--- config.mk ---
export PLATFORM = sky130hd
export DESIGN_NAME = cska_adder
export DESIGN_NICKNAME = d
export VERILOG_FILES = /design/src/rtl/cska_pkg.sv /design/src/rtl/cska_slice.sv /design/src/rtl/cska_incr.sv /design/src/rtl/cska_skip.sv /design/src/rtl/cska_stage.sv /design/src/rtl/cska_adder.sv
export SDC_FILE = /design/constraint.sdc
export NUM_CORES = 1
export LEC_CHECK = 0
export BUFFER_PORTS_ARGS = -buffer_cell sky130_fd_sc_hd__buf_2
export CAP_MARGIN = 20
export CORE_ASPECT_RATIO = 0.8
export CORE_MARGIN = 2
export CORE_UTILIZATION = 46
export DETAILED_ROUTE_END_ITERATION = 8
export PLACE_DENSITY = 0.84
export SYNTH_ARGS = -nofsm -noshare
export SYNTH_HDL_FRONTEND = slang
export SYNTH_SLANG_ARGS = --single-unit
--- constraint.sdc ---
create_clock -name vclk -period 3.35
set_input_delay 0.1675 -clock vclk [all_inputs]
set_output_delay 0.1675 -clock vclk [all_outputs]
set_load 0.01 [all_outputs]
--- src/rtl/cska_pkg.sv ---
package cska_pkg;
  localparam int MAX_STAGES = 32;
  localparam int FIELD_W = 8;
  typedef logic [MAX_STAGES*FIELD_W-1:0] sizeListT;

  // number of stages in the chosen partition
  function automatic int stageCount(int width, bit useVar, int fixedW, sizeListT sizes);
    int n;
    bit done;
    n = 0;
    done = 1'b0;
    if (!useVar) return (width + fixedW - 1) / fixedW;
    for (int i = 0; i < MAX_STAGES; i++) begin
      if (!done) begin
        if (sizes[i*FIELD_W +: FIELD_W] == '0) done = 1'b1;
        else n++;
      end
    end
    return n;
  endfunction

  // lowest bit position covered by stage idx
  function automatic int stageLsb(int idx, bit useVar, int fixedW, sizeListT sizes);
    int lsb;
    lsb = 0;
    if (!useVar) return idx * fixedW;
    for (int i = 0; i < MAX_STAGES; i++) begin
      if (i < idx) lsb += int'(sizes[i*FIELD_W +: FIELD_W]);
    end
    return lsb;
  endfunction

  // width of stage idx; the last fixed stage takes the remainder
  function automatic int stageWidth(int idx, int width, bit useVar, int fixedW, sizeListT sizes);
    int rem;
    if (useVar) return int'(sizes[idx*FIELD_W +: FIELD_W]);
    rem = width - idx * fixedW;
    return (rem < fixedW) ? rem : fixedW;
  endfunction
endpackage

--- src/rtl/cska_slice.sv ---
// Carry-independent part of a stage: ripple sum with zero carry-in,
// generate flag and group-propagate flag.
module cska_slice #(
  parameter int W = 4
) (
  input  logic [W-1:0] sliceA,
  input  logic [W-1:0] sliceB,
  output logic [W-1:0] partialSum,
  output logic         groupGen,
  output logic         groupProp
);
  logic [W-1:0] halfSum;

  always_comb begin
    logic rippleC;
    rippleC = 1'b0;
    halfSum = sliceA ^ sliceB;
    for (int i = 0; i < W; i++) begin
      partialSum[i] = halfSum[i] ^ rippleC;
      rippleC = (sliceA[i] & sliceB[i]) | (halfSum[i] & rippleC);
    end
    groupGen = rippleC;
  end

  assign groupProp = &halfSum;
endmodule

--- src/rtl/cska_incr.sv ---
// Adds a single carry into the precomputed slice sum.
module cska_incr #(
  parameter int W = 4
) (
  input  logic [W-1:0] partialSum,
  input  logic         trueCarry,
  output logic [W-1:0] stageSum
);
  always_comb begin
    logic runC;
    runC = trueCarry;
    for (int i = 0; i < W; i++) begin
      stageSum[i] = partialSum[i] ^ runC;
      runC = runC & partialSum[i];
    end
  end
endmodule

--- src/rtl/cska_skip.sv ---
// Compound-gate skip: AOI when the incoming carry is true (output inverted),
// OAI when the incoming carry is inverted (output true).
module cska_skip #(
  parameter bit INVERTED_IN = 1'b0
) (
  input  logic groupGen,
  input  logic groupProp,
  input  logic linkIn,
  output logic linkOut
);
  if (!INVERTED_IN) begin : gAoi
    assign linkOut = ~(groupGen | (groupProp & linkIn));
  end else begin : gOai
    assign linkOut = ~((~groupProp | linkIn) & ~groupGen);
  end
endmodule

--- src/rtl/cska_stage.sv ---
module cska_stage #(
  parameter int W = 4,
  parameter bit INVERTED_IN = 1'b0
) (
  input  logic [W-1:0] sliceA,
  input  logic [W-1:0] sliceB,
  input  logic         linkIn,
  output logic [W-1:0] stageSum,
  output logic         linkOut
);
  logic [W-1:0] partialSum;
  logic groupGen;
  logic groupProp;
  logic trueCarry;

  cska_slice #(.W(W)) uSlice (
    .sliceA(sliceA), .sliceB(sliceB), .partialSum(partialSum),
    .groupGen(groupGen), .groupProp(groupProp)
  );

  assign trueCarry = INVERTED_IN ? ~linkIn : linkIn;

  cska_incr #(.W(W)) uIncr (
    .partialSum(partialSum), .trueCarry(trueCarry), .stageSum(stageSum)
  );

  cska_skip #(.INVERTED_IN(INVERTED_IN)) uSkip (
    .groupGen(groupGen), .groupProp(groupProp), .linkIn(linkIn), .linkOut(linkOut)
  );
endmodule

--- src/rtl/cska_adder.sv ---
module cska_adder #(
  parameter int WIDTH = 32,
  parameter bit USE_VAR = 1'b1,
  parameter int FIXED_W = 4,
  parameter cska_pkg::sizeListT VAR_SIZES = 256'h0304050605040302
) (
  input  logic [WIDTH-1:0] addendA,
  input  logic [WIDTH-1:0] addendB,
  input  logic             carryIn,
  output logic [WIDTH-1:0] sum,
  output logic             carryOut
);
  localparam int NUM_STAGES = cska_pkg::stageCount(WIDTH, USE_VAR, FIXED_W, VAR_SIZES);

  // link[k] enters stage k; polarity is true for even k, inverted for odd k
  logic [NUM_STAGES:0] link;
  assign link[0] = carryIn;

  for (genvar k = 0; k < NUM_STAGES; k++) begin : gStage
    localparam int LSB = cska_pkg::stageLsb(k, USE_VAR, FIXED_W, VAR_SIZES);
    localparam int SW = cska_pkg::stageWidth(k, WIDTH, USE_VAR, FIXED_W, VAR_SIZES);
    cska_stage #(.W(SW), .INVERTED_IN((k % 2) == 1)) uStage (
      .sliceA(addendA[LSB +: SW]),
      .sliceB(addendB[LSB +: SW]),
      .linkIn(link[k]),
      .stageSum(sum[LSB +: SW]),
      .linkOut(link[k+1])
    );
  end

  if ((NUM_STAGES % 2) == 1) begin : gFixPol
    assign carryOut = ~link[NUM_STAGES];
  end else begin : gKeepPol
    assign carryOut = link[NUM_STAGES];
  end
endmodule

==> results.tsv, run 1 <==
stage	metric	value	unit
critical_path	cell_type_of_the_slowest_stage_on_the_worst_timing_path	fa_2	
sta	setup_violation_total_in_the_final_timing_report	0	
finish	area.growth.synth_to_final	46.2	%
critical_path	crit_start	addendB[9]	
critical_path	critical_path.startpoint_type	input pin	
pwr	power.ir.vdd_worst	0.140	mV
detailed_routing	drt.antenna.violating_nets	0	
floorplan	effective_utilization_at_floorplan	47.6	%
yosys	number_of_nets_in_the_synthesized_netlist	312	
finish	sequential_cell_total	0	
yosys	synth.lib_cells_used.distinct	25	
place	dp_hpwl	3330	um
yosys	synth_area_leaders	ha_1, fa_1, inv_1	
pwr	leakagePower	1.36	nW
detailed_routing	detail_route.first_pass.iterations	2	
floorplan	die-area	0.00404	mm^2
yosys	xor_and_xnor_area_share_after_synthesis	4.30	%
detailed_routing	wl_per_cell	11.5	um
critical_path	end_point_of_the_critical_path	sum[24]	
yosys	synth_sequential_area_ratio	0	%
yosys	synthTopCellsByCount	ha_1, inv_1, fa_1	
yosys	post-synth-top-area-cell	ha_1	
critical_path	crit_fanout	3	
yosys	synth_top_family_by_area	adder cells	
sta	whs	665	ps
pwr	power.density_cell_area	193	mW/mm^2
place	io_buffer_count	98	
critical_path	cp_num_buf_inv	6	
job	max_cap_violations	0	
finish	final_layout_size_suffix_gt1_share	48.9	%
sta	max_clock_freq	303	MHz
critical_path	path_common_cell	ha_4	
sta	grt_setup_unrepaired	true	
critical_path	worst-endpoint-arrival	3130	ps
global_route	gr-total-overflow	0	
sta	timing.slew.headroom	81.1	%
sta	tightestPinTransition	281	ps
global_route	grt_start_max_net_pins	4	
finish	diodes	0	
sta	finalHoldViolations	0	
floorplan	die_height	57.2	um
global_route	grt_first_pass_wirelength	6150	um
yosys	netlist_instances	167	
critical_path	timing.critical_path.max_delay_family	adder cells	
finish	final_util	69.6	%
critical_path	critPathMaxStageDelay	350	ps
global_route	grt_util_all_layers	18.1	%
yosys	yosysMostFrequentCell	ha_1	
finish	finalNetCount	415	
floorplan	design.core.area	0.00342	mm^2
critical_path	worstSetupEndpointType	output port	
global_route	use_met2	33.8	%
detailed_routing	first_iteration_detailed_routing_drc_count	27	
global_route	number_of_global_route_vias_before_repair	1488	
detailed_routing	route.vias.total	1465	
place	gpl.final_weighted_congestion	0.779	
finish	final.clkbuf_count	0	
sta	final_period_minus_worst_setup_slack	3300	ps
detailed_routing	drc	0	
critical_path	cp_cell_sequence	buf_6 > ha_4 > fa_2 > inv_2 > fa_2 > inv_2 > fa_2 > inv_2 > fa_2 > inv_2 > a31oi_4 > o31ai_4 > a21o_2 > ha_4 > ha_4 > ha_4 > ha_4 > xnor2_2 > buf_2	
worst_hold_path	hold_class	in2out	
yosys	synth-compound-area-share	5.45	%
sta	post-route-period-util	98.4	%
floorplan	dieWidth	70.6	um
yosys	postSynthAreaPerCell	9.76	um^2
floorplan	cell_rows	19	
yosys	post-synth-top-area-fraction	43.0	%
global_route	number_of_antenna_violations_at_the_first_check_in_global_routing	0	
yosys	synth_area	0.00163	mm^2
detailed_routing	postRouteWirelength	3570	um
global_route	grt_util_met3	1.59	%
critical_path	worst-path-stages	19	
global_route	grt-busiest-layer	met2	
finish	ff_latch_area	0	um^2
critical_path	critPathRequiredTime	3180	ps
yosys	synth-adder-area-share	72.4	%
floorplan	num_io_pins	98	
sta	report.final.slew_viol_count	0	
outcome	outcome	completed	
yosys	synth_simple_gate_area_share	6.98	%
global_route	groute.layer.met1.usage	24.6	%
yosys	synth-warning-count	0	
yosys	yosys-mux-area-fraction	0	%
sta	setup_total_neg_slack	0	ps
critical_path	critical_path_class	in2out	
detailed_routing	avgViaCountPerCell	4.73	
worst min-delay path by stage:
stage | start | endpoint | slack (ps) | cells after the start
3_5_place_dp | carryIn | sum[0] | 670 | 3
3_3_place_gp | carryIn | sum[0] | 670 | 3
5_1_grt | carryIn | sum[0] | 700 | 3
4_1_cts | carryIn | sum[0] | 670 | 3
6_report | carryIn | sum[0] | 670 | 3
2_1_floorplan | carryIn | sum[0] | 490 | 1
cell families (layout without fill, tap and decap cells):
kind of cell,count (synthesis),after routing
and+or+nand+nor,21,21
AOI/OAI and AO/OA,11,11
xor gates and xnor gates,8,8
adders and majority gates,80,80
buffers and inverters,47,148
timing repair:
| item | in CTS | in global routing |
|---|---|---|
| endpoints found under the hold margin | 0 | 0 |
| setup buffers | 0 | 0 |
| pin swaps | 3 | 17 |
| cloned | 0 | 0 |
| resized for setup | 12 | 29 |
| setup endpoints to repair | 6 | 9 |
| hold buffers | 0 | 0 |
layout make-up:
cell class | instances | area (um^2)
Fill cell | 290 | 1040
Multi-Input combinational cell | 120 | 1630
Inverter | 47 | 176
Tap cell | 42 | 52.6
Timing Repair Buffer | 101 | 526
power by group:
part | switching (mW) | internal, mW
clock network | 0 | 0
logic | 0.240 | 0.219
registers | 0 | 0
total | 0.240 | 0.219
stage by stage:
| step | cell area [um^2] | power, mW | setup WS, ps | cells |
|---|---|---|---|---|
| after detailed placement | 2200 | 0.419 | -188 | 310 |
| after global routing | 2380 | 0.524 | -61.7 | 310 |
| final | 2380 | 0.460 | 52.8 | 310 |
| after floorplan | 1630 | 0.250 | 166 | 167 |
| after global placement | 2200 | 0.406 | -75.1 | 310 |
| after CTS | 2220 | 0.428 | -16.4 | 310 |
tightest hold or removal path, cell delays in order:
cell	delay, ps
buf_2	90
ha_1	120
buf_2	120
routing by layer:
layer	vias up	share of wire (%)
met3	0	8.1
met5	-	0
met4	0	0
li1	726	-
met1	685	40
met2	54	52
cells in the final DEF (no fill, tap or decap), types with 2 or more instances in the layout:
| cell | n |
|---|---|
| buf_2 | 96 |
| ha_1 | 45 |
| inv_1 | 43 |
| fa_1 | 15 |
| fa_2 | 9 |
| ha_4 | 9 |
| xor2_1 | 4 |
| nand4_1 | 4 |
| inv_2 | 4 |
| xnor2_1 | 3 |
| nand2_1 | 3 |
| nor3_1 | 3 |
| nand3_1 | 3 |
| nor2_1 | 3 |
| buf_4 | 3 |
| ha_2 | 2 |
| buf_6 | 2 |
(Power assumes the default switching activity.)
==> inputs of run 2 (changes only) <==
- CELL_PAD_IN_SITES_DETAIL_PLACEMENT: default -> 1
- CELL_PAD_IN_SITES_GLOBAL_PLACEMENT: default -> 1
- CORE_UTILIZATION: 46 -> 33
- PLACE_DENSITY: 0.84 -> default
- PLACE_DENSITY_LB_ADDON: default -> 0.1
- SLEW_MARGIN: default -> 10
==> results.tsv, run 2 (synthesis results as in run 1) <==
stage	metric	value	unit
outcome	outcome	completed	
pwr	power.density_cell_area	197	mW/mm^2
pwr	power.ir.vdd_worst	0.0850	mV
global_route	grt_start_max_net_pins	4	
global_route	grt_util_all_layers	15.3	%
critical_path	path_common_cell	fa_2	
critical_path	cp_num_buf_inv	6	
finish	final_cell_mix	buf_2, ha_1, inv_1, fa_1, fa_2	
detailed_routing	postRouteWirelength	4270	um
finish	final_cell_area	0.00245	mm^2
sta	report.final.slew_viol_count	0	
clocking	cts_hold_buf	0	
critical_path	critPathRequiredTime	3180	ps
floorplan	dieWidth	82.6	um
finish	area.growth.synth_to_final	50.2	%
floorplan	effective_utilization_at_floorplan	34.8	%
detailed_routing	first_iteration_detailed_routing_drc_count	11	
sta	setup_total_neg_slack	0	ps
finish	finalNetCount	422	
critical_path	crit_start	addendA[14]	
detailed_routing	topRoutingLayerUsed	met3	
detailed_routing	wl_per_cell	12.7	um
global_route	number_of_antenna_violations_at_the_first_check_in_global_routing	0	
place	io_buffer_count	98	
critical_path	worst-path-stages	17	
global_route	grt_first_pass_wirelength	6780	um
sta	whs	668	ps
critical_path	critical_path_class	in2out	
critical_path	critical_path.startpoint_type	input pin	
sta	post-route-period-util	98.5	%
finish	nFillCells	582	
floorplan	design.core.area	0.00468	mm^2
critical_path	end_point_of_the_critical_path	sum[31]	
place	gpl.final_weighted_congestion	0.733	
finish	final.clkbuf_count	0	
pwr	total_power	0.482	mW
sta	setup_ws	48.8	ps
finish	ff_latch_area	0	um^2
global_route	number_of_global_route_vias_before_repair	1609	
detailed_routing	dr_wl_met3	254	um
detailed_routing	met2_length	2190	um
finish	diodes	0	
sta	finalHoldViolations	0	
job	max_cap_violations	0	
place	dp_worst_setup_slack	-172	ps
place	dp_hpwl	3850	um
critical_path	cell_type_of_the_slowest_stage_on_the_worst_timing_path	fa_2	
detailed_routing	drt.antenna.violating_nets	0	
critical_path	cp_cell_sequence	buf_2 > ha_4 > inv_1 > fa_2 > fa_2 > fa_2 > fa_2 > inv_2 > fa_2 > buf_4 > buf_4 > a211o_1 > a31o_1 > ha_2 > ha_4 > xnor2_2 > buf_2	
critical_path	worstSetupEndpointType	output port	
floorplan	num_io_pins	98	
sta	setup_violation_total_in_the_final_timing_report	0	
detailed_routing	drc	0	
detailed_routing	avgViaCountPerCell	4.53	
floorplan	cell_rows	22	
detailed_routing	detail_route.first_pass.iterations	2	
sta	tightestPinTransition	347	ps
floorplan	die-area	0.00552	mm^2
detailed_routing	wirelength_met1	1820	um
sta	max_clock_freq	303	MHz
pwr	leakagePower	1.39	nW
global_route	gr-total-overflow	0	
sta	final_period_minus_worst_setup_slack	3300	ps
detailed_routing	route.vias.total	1518	
finish	sequential_cell_total	0	
critical_path	crit_fanout	3	
critical_path	critPathMaxStageDelay	340	ps
critical_path	worst-endpoint-arrival	3130	ps
finish	final_layout_size_suffix_gt1_share	51.6	%
critical_path	timing.critical_path.max_delay_family	adder cells	
floorplan	die_height	66.9	um
worst_hold_path	hold_class	in2out	
finish	layout_commonest_cell	buf_2	
place	dpl-instance-area	0.00223	mm^2
sta	timing.slew.headroom	76.7	%
==> run 2: cell count changes in the layout (fill, tap and decap cells not counted), moves of 2 or more <==
cell / delta
fa_1: -2
fa_2: +2
buf_4: +7
ha_2: +2
ha_1: -2
==> run 2: through the flow <==
stage,cells,utilization (%)
after floorplan,167,-
after detailed placement,330,47.7
after CTS,333,50.4
final,335,52.3
after global routing,335,52.3
after global placement,330,47.7
==> run 2: tightest hold or removal path: stages <==
cell and delay [ps]:
buf_2 100, ha_1 120, buf_2 120
==> run 2: layout make-up <==
class | instances | area, um^2 | share of cell area [%]
Tap cell | 60 | 75.1 | 3.07
Timing Repair Buffer | 108 | 578 | 23.6
Multi-Input combinational cell | 120 | 1620 | 66.1
Inverter | 47 | 176 | 7.20
==> run 2: worst min-delay path by stage <==
stage,start,end,slack (ps),cells past startpoint
after floorplan,carryIn,sum[0],490,1
after global placement,carryIn,sum[0],660,3
after detailed placement,carryIn,sum[0],660,3
after CTS,carryIn,sum[0],660,3
after global routing,carryIn,sum[0],680,3
final,carryIn,sum[0],670,3
==> run 2: routing by layer <==
layer / GRT usage [%] / vias to the layer above
met5: 0 / -
li1: - / 744
met1: 19.6 / 728
met2: 30.2 / 46
met4: 0 / 0
met3: 0.271 / 0
==> run 2: power by group <==
part | switching, mW | internal [mW] | leakage (nW)
Sequential | 0 | 0 | 0
Clock | 0 | 0 | 0
Combinational | 0.249 | 0.233 | 1.39
Total | 0.249 | 0.233 | 1.39
==> run 2: what timing repair did <==
action / CTS / global route
gates resized for setup: 28 / 17
pin swaps: 9 / 15
endpoints found under the setup margin: 5 / 7
setup buffers: 3 / 2
==> inputs of run 3 (changes only) <==
- CORE_ASPECT_RATIO: 0.8 -> default
==> results.tsv, run 3 (synthesis results as in run 1) <==
stage	metric	value	unit
outcome	outcome	completed	
sta	tightestPinTransition	336	ps
detailed_routing	detail_route.first_pass.iterations	4	
pwr	internal_power_contribution	0.207	mW
critical_path	worstSetupEndpointType	output port	
floorplan	design.core.area	0.00475	mm^2
sta	max_clock_freq	309	MHz
sta	timing.slew.headroom	77.5	%
place	dp_cells	336	
worst_hold_path	hold_class	in2out	
critical_path	cp_cell_sequence	buf_2 > ha_4 > fa_2 > inv_2 > fa_2 > inv_1 > fa_2 > inv_2 > fa_2 > inv_2 > a31oi_4 > o31ai_4 > ha_2 > ha_2 > ha_2 > ha_2 > ha_4 > xor2_1 > buf_2	
worst_hold_path	hold_depth	3	
pwr	p_clk_share	0	%
pwr	total_power	0.440	mW
global_route	grt_first_pass_wirelength	6180	um
sta	grt_setup_unrepaired	true	
sta	report.final.slew_viol_count	0	
detailed_routing	wl_per_cell	11.5	um
global_route	gr-total-overflow	0	
place	dpl-instance-area	0.00223	mm^2
sta	setup_total_neg_slack	0	ps
finish	area.growth.synth_to_final	43.6	%
detailed_routing	drt.antenna.violating_nets	0	
finish	layout_commonest_cell	buf_2	
critical_path	cell_type_of_the_slowest_stage_on_the_worst_timing_path	fa_2	
finish	ff_latch_area	0	um^2
job	max_cap_violations	0	
place	gpl.final_weighted_congestion	0.864	
floorplan	effective_utilization_at_floorplan	34.3	%
critical_path	critPathMaxStageDelay	330	ps
detailed_routing	drc	0	
finish	final_util	49.2	%
finish	final_cell_area	0.00234	mm^2
critical_path	cp_num_buf_inv	6	
pwr	p_seq_share	0	%
critical_path	worst-endpoint-arrival	3060	ps
critical_path	critical_path_class	in2out	
detailed_routing	postRouteWirelength	3880	um
critical_path	critPathRequiredTime	3180	ps
pwr	combinational_cell_fraction_of_total_power	100.0	%
clocking	cts_setup_buffers	0	
finish	final_cells	336	
finish	sequential_cell_total	0	
critical_path	crit_fanout	3	
floorplan	die_height	74.3	um
global_route	grt_util_all_layers	14.0	%
detailed_routing	first_iteration_detailed_routing_drc_count	5	
floorplan	die-area	0.00552	mm^2
finish	diodes	0	
finish	finalNetCount	416	
pwr	power.ir.vdd_worst	0.0761	mV
sta	post-route-period-util	96.5	%
pwr	leakagePower	1.34	nW
critical_path	timing.critical_path.max_delay_family	adder cells	
floorplan	num_io_pins	98	
floorplan	dieWidth	74.3	um
pwr	power.density_cell_area	188	mW/mm^2
place	io_buffer_count	98	
finish	final.clkbuf_count	0	
global_route	number_of_global_route_vias_before_repair	1465	
finish	final_cell_mix	buf_2, ha_1, inv_1, fa_1, fa_2	
global_route	grt_start_max_net_pins	4	
detailed_routing	route.vias.total	1468	
worst_hold_path	min_delay_worst_endpoint	sum[0]	
sta	final_period_minus_worst_setup_slack	3230	ps
pwr	power.switching	0.233	mW
floorplan	cell_rows	25	
detailed_routing	avgViaCountPerCell	4.37	
finish	final_layout_size_suffix_gt1_share	48.7	%
pwr	power.switching_fraction	52.9	%
sta	setup_violation_total_in_the_final_timing_report	0	
global_route	number_of_antenna_violations_at_the_first_check_in_global_routing	0	
finish	nFillCells	597	
worst_hold_path	min-delay-start	carryIn	
critical_path	critical_path.startpoint_type	input pin	
sta	finalHoldViolations	0	
place	dp_hpwl	3790	um
-- run 3: worst max-delay path by stage --
stage	from	to	slack, ps	cells after the start
floorplan	addendA[9]	sum[19]	170	17
global placement	addendA[9]	sum[19]	-110	19
detailed placement	addendA[9]	sum[19]	-120	19
CTS	addendA[9]	sum[19]	3	19
global route	addendA[14]	sum[28]	-30	16
finish	addendA[9]	sum[19]	120	19
-- run 3: power by group through the flow --
| stage | Combinational, mW | Sequential, mW | Clock, mW |
|---|---|---|---|
| finish | 0.440 | 0 | 0 |
| global route | 0.505 | 0 | 0 |
| CTS | 0.439 | 0 | 0 |
| detailed placement | 0.427 | 0 | 0 |
| global placement | 0.425 | 0 | 0 |
| floorplan | 0.250 | 0 | 0 |
-- run 3: final cells by class --
type | instances | area, um^2 | area share, %
multi-input combinational | 120 | 1560 | 66.6
timing repair buffer | 102 | 520 | 22.2
inverter | 47 | 176 | 7.54
tap | 67 | 83.8 | 3.58
-- run 3: metal layers --
metal | up-vias | share of wire [%] | global-route usage [%]
li1 | 729 | - | -
met1 | 689 | 40 | 17.8
met2 | 48 | 53 | 27.2
met3 | 2 | 6.4 | 1.36
met4 | 0 | 0.15 | 0
met5 | - | 0 | 0
-- run 3: repair_timing --
| item | 4_1_cts | 5_1_grt |
|---|---|---|
| hold buffers | 0 | 0 |
| pin swaps | 3 | 5 |
| setup endpoints to repair | 6 | 8 |
| gates resized for setup | 16 | 16 |
-- run 3: stage by stage --
| step | setup WS [ps] | hold WS, ps |
|---|---|---|
| 2_1_floorplan | 166 | 486 |
| 3_3_place_gp | -107 | 663 |
| 3_5_place_dp | -125 | 662 |
| 4_1_cts | 3.42 | 664 |
| 5_1_grt | -25.7 | 689 |
| 6_report | 119 | 662 |
-- run 3: tightest hold or removal path: stages --
cell and delay, ps:
buf_2 90, ha_1 120, buf_2 120
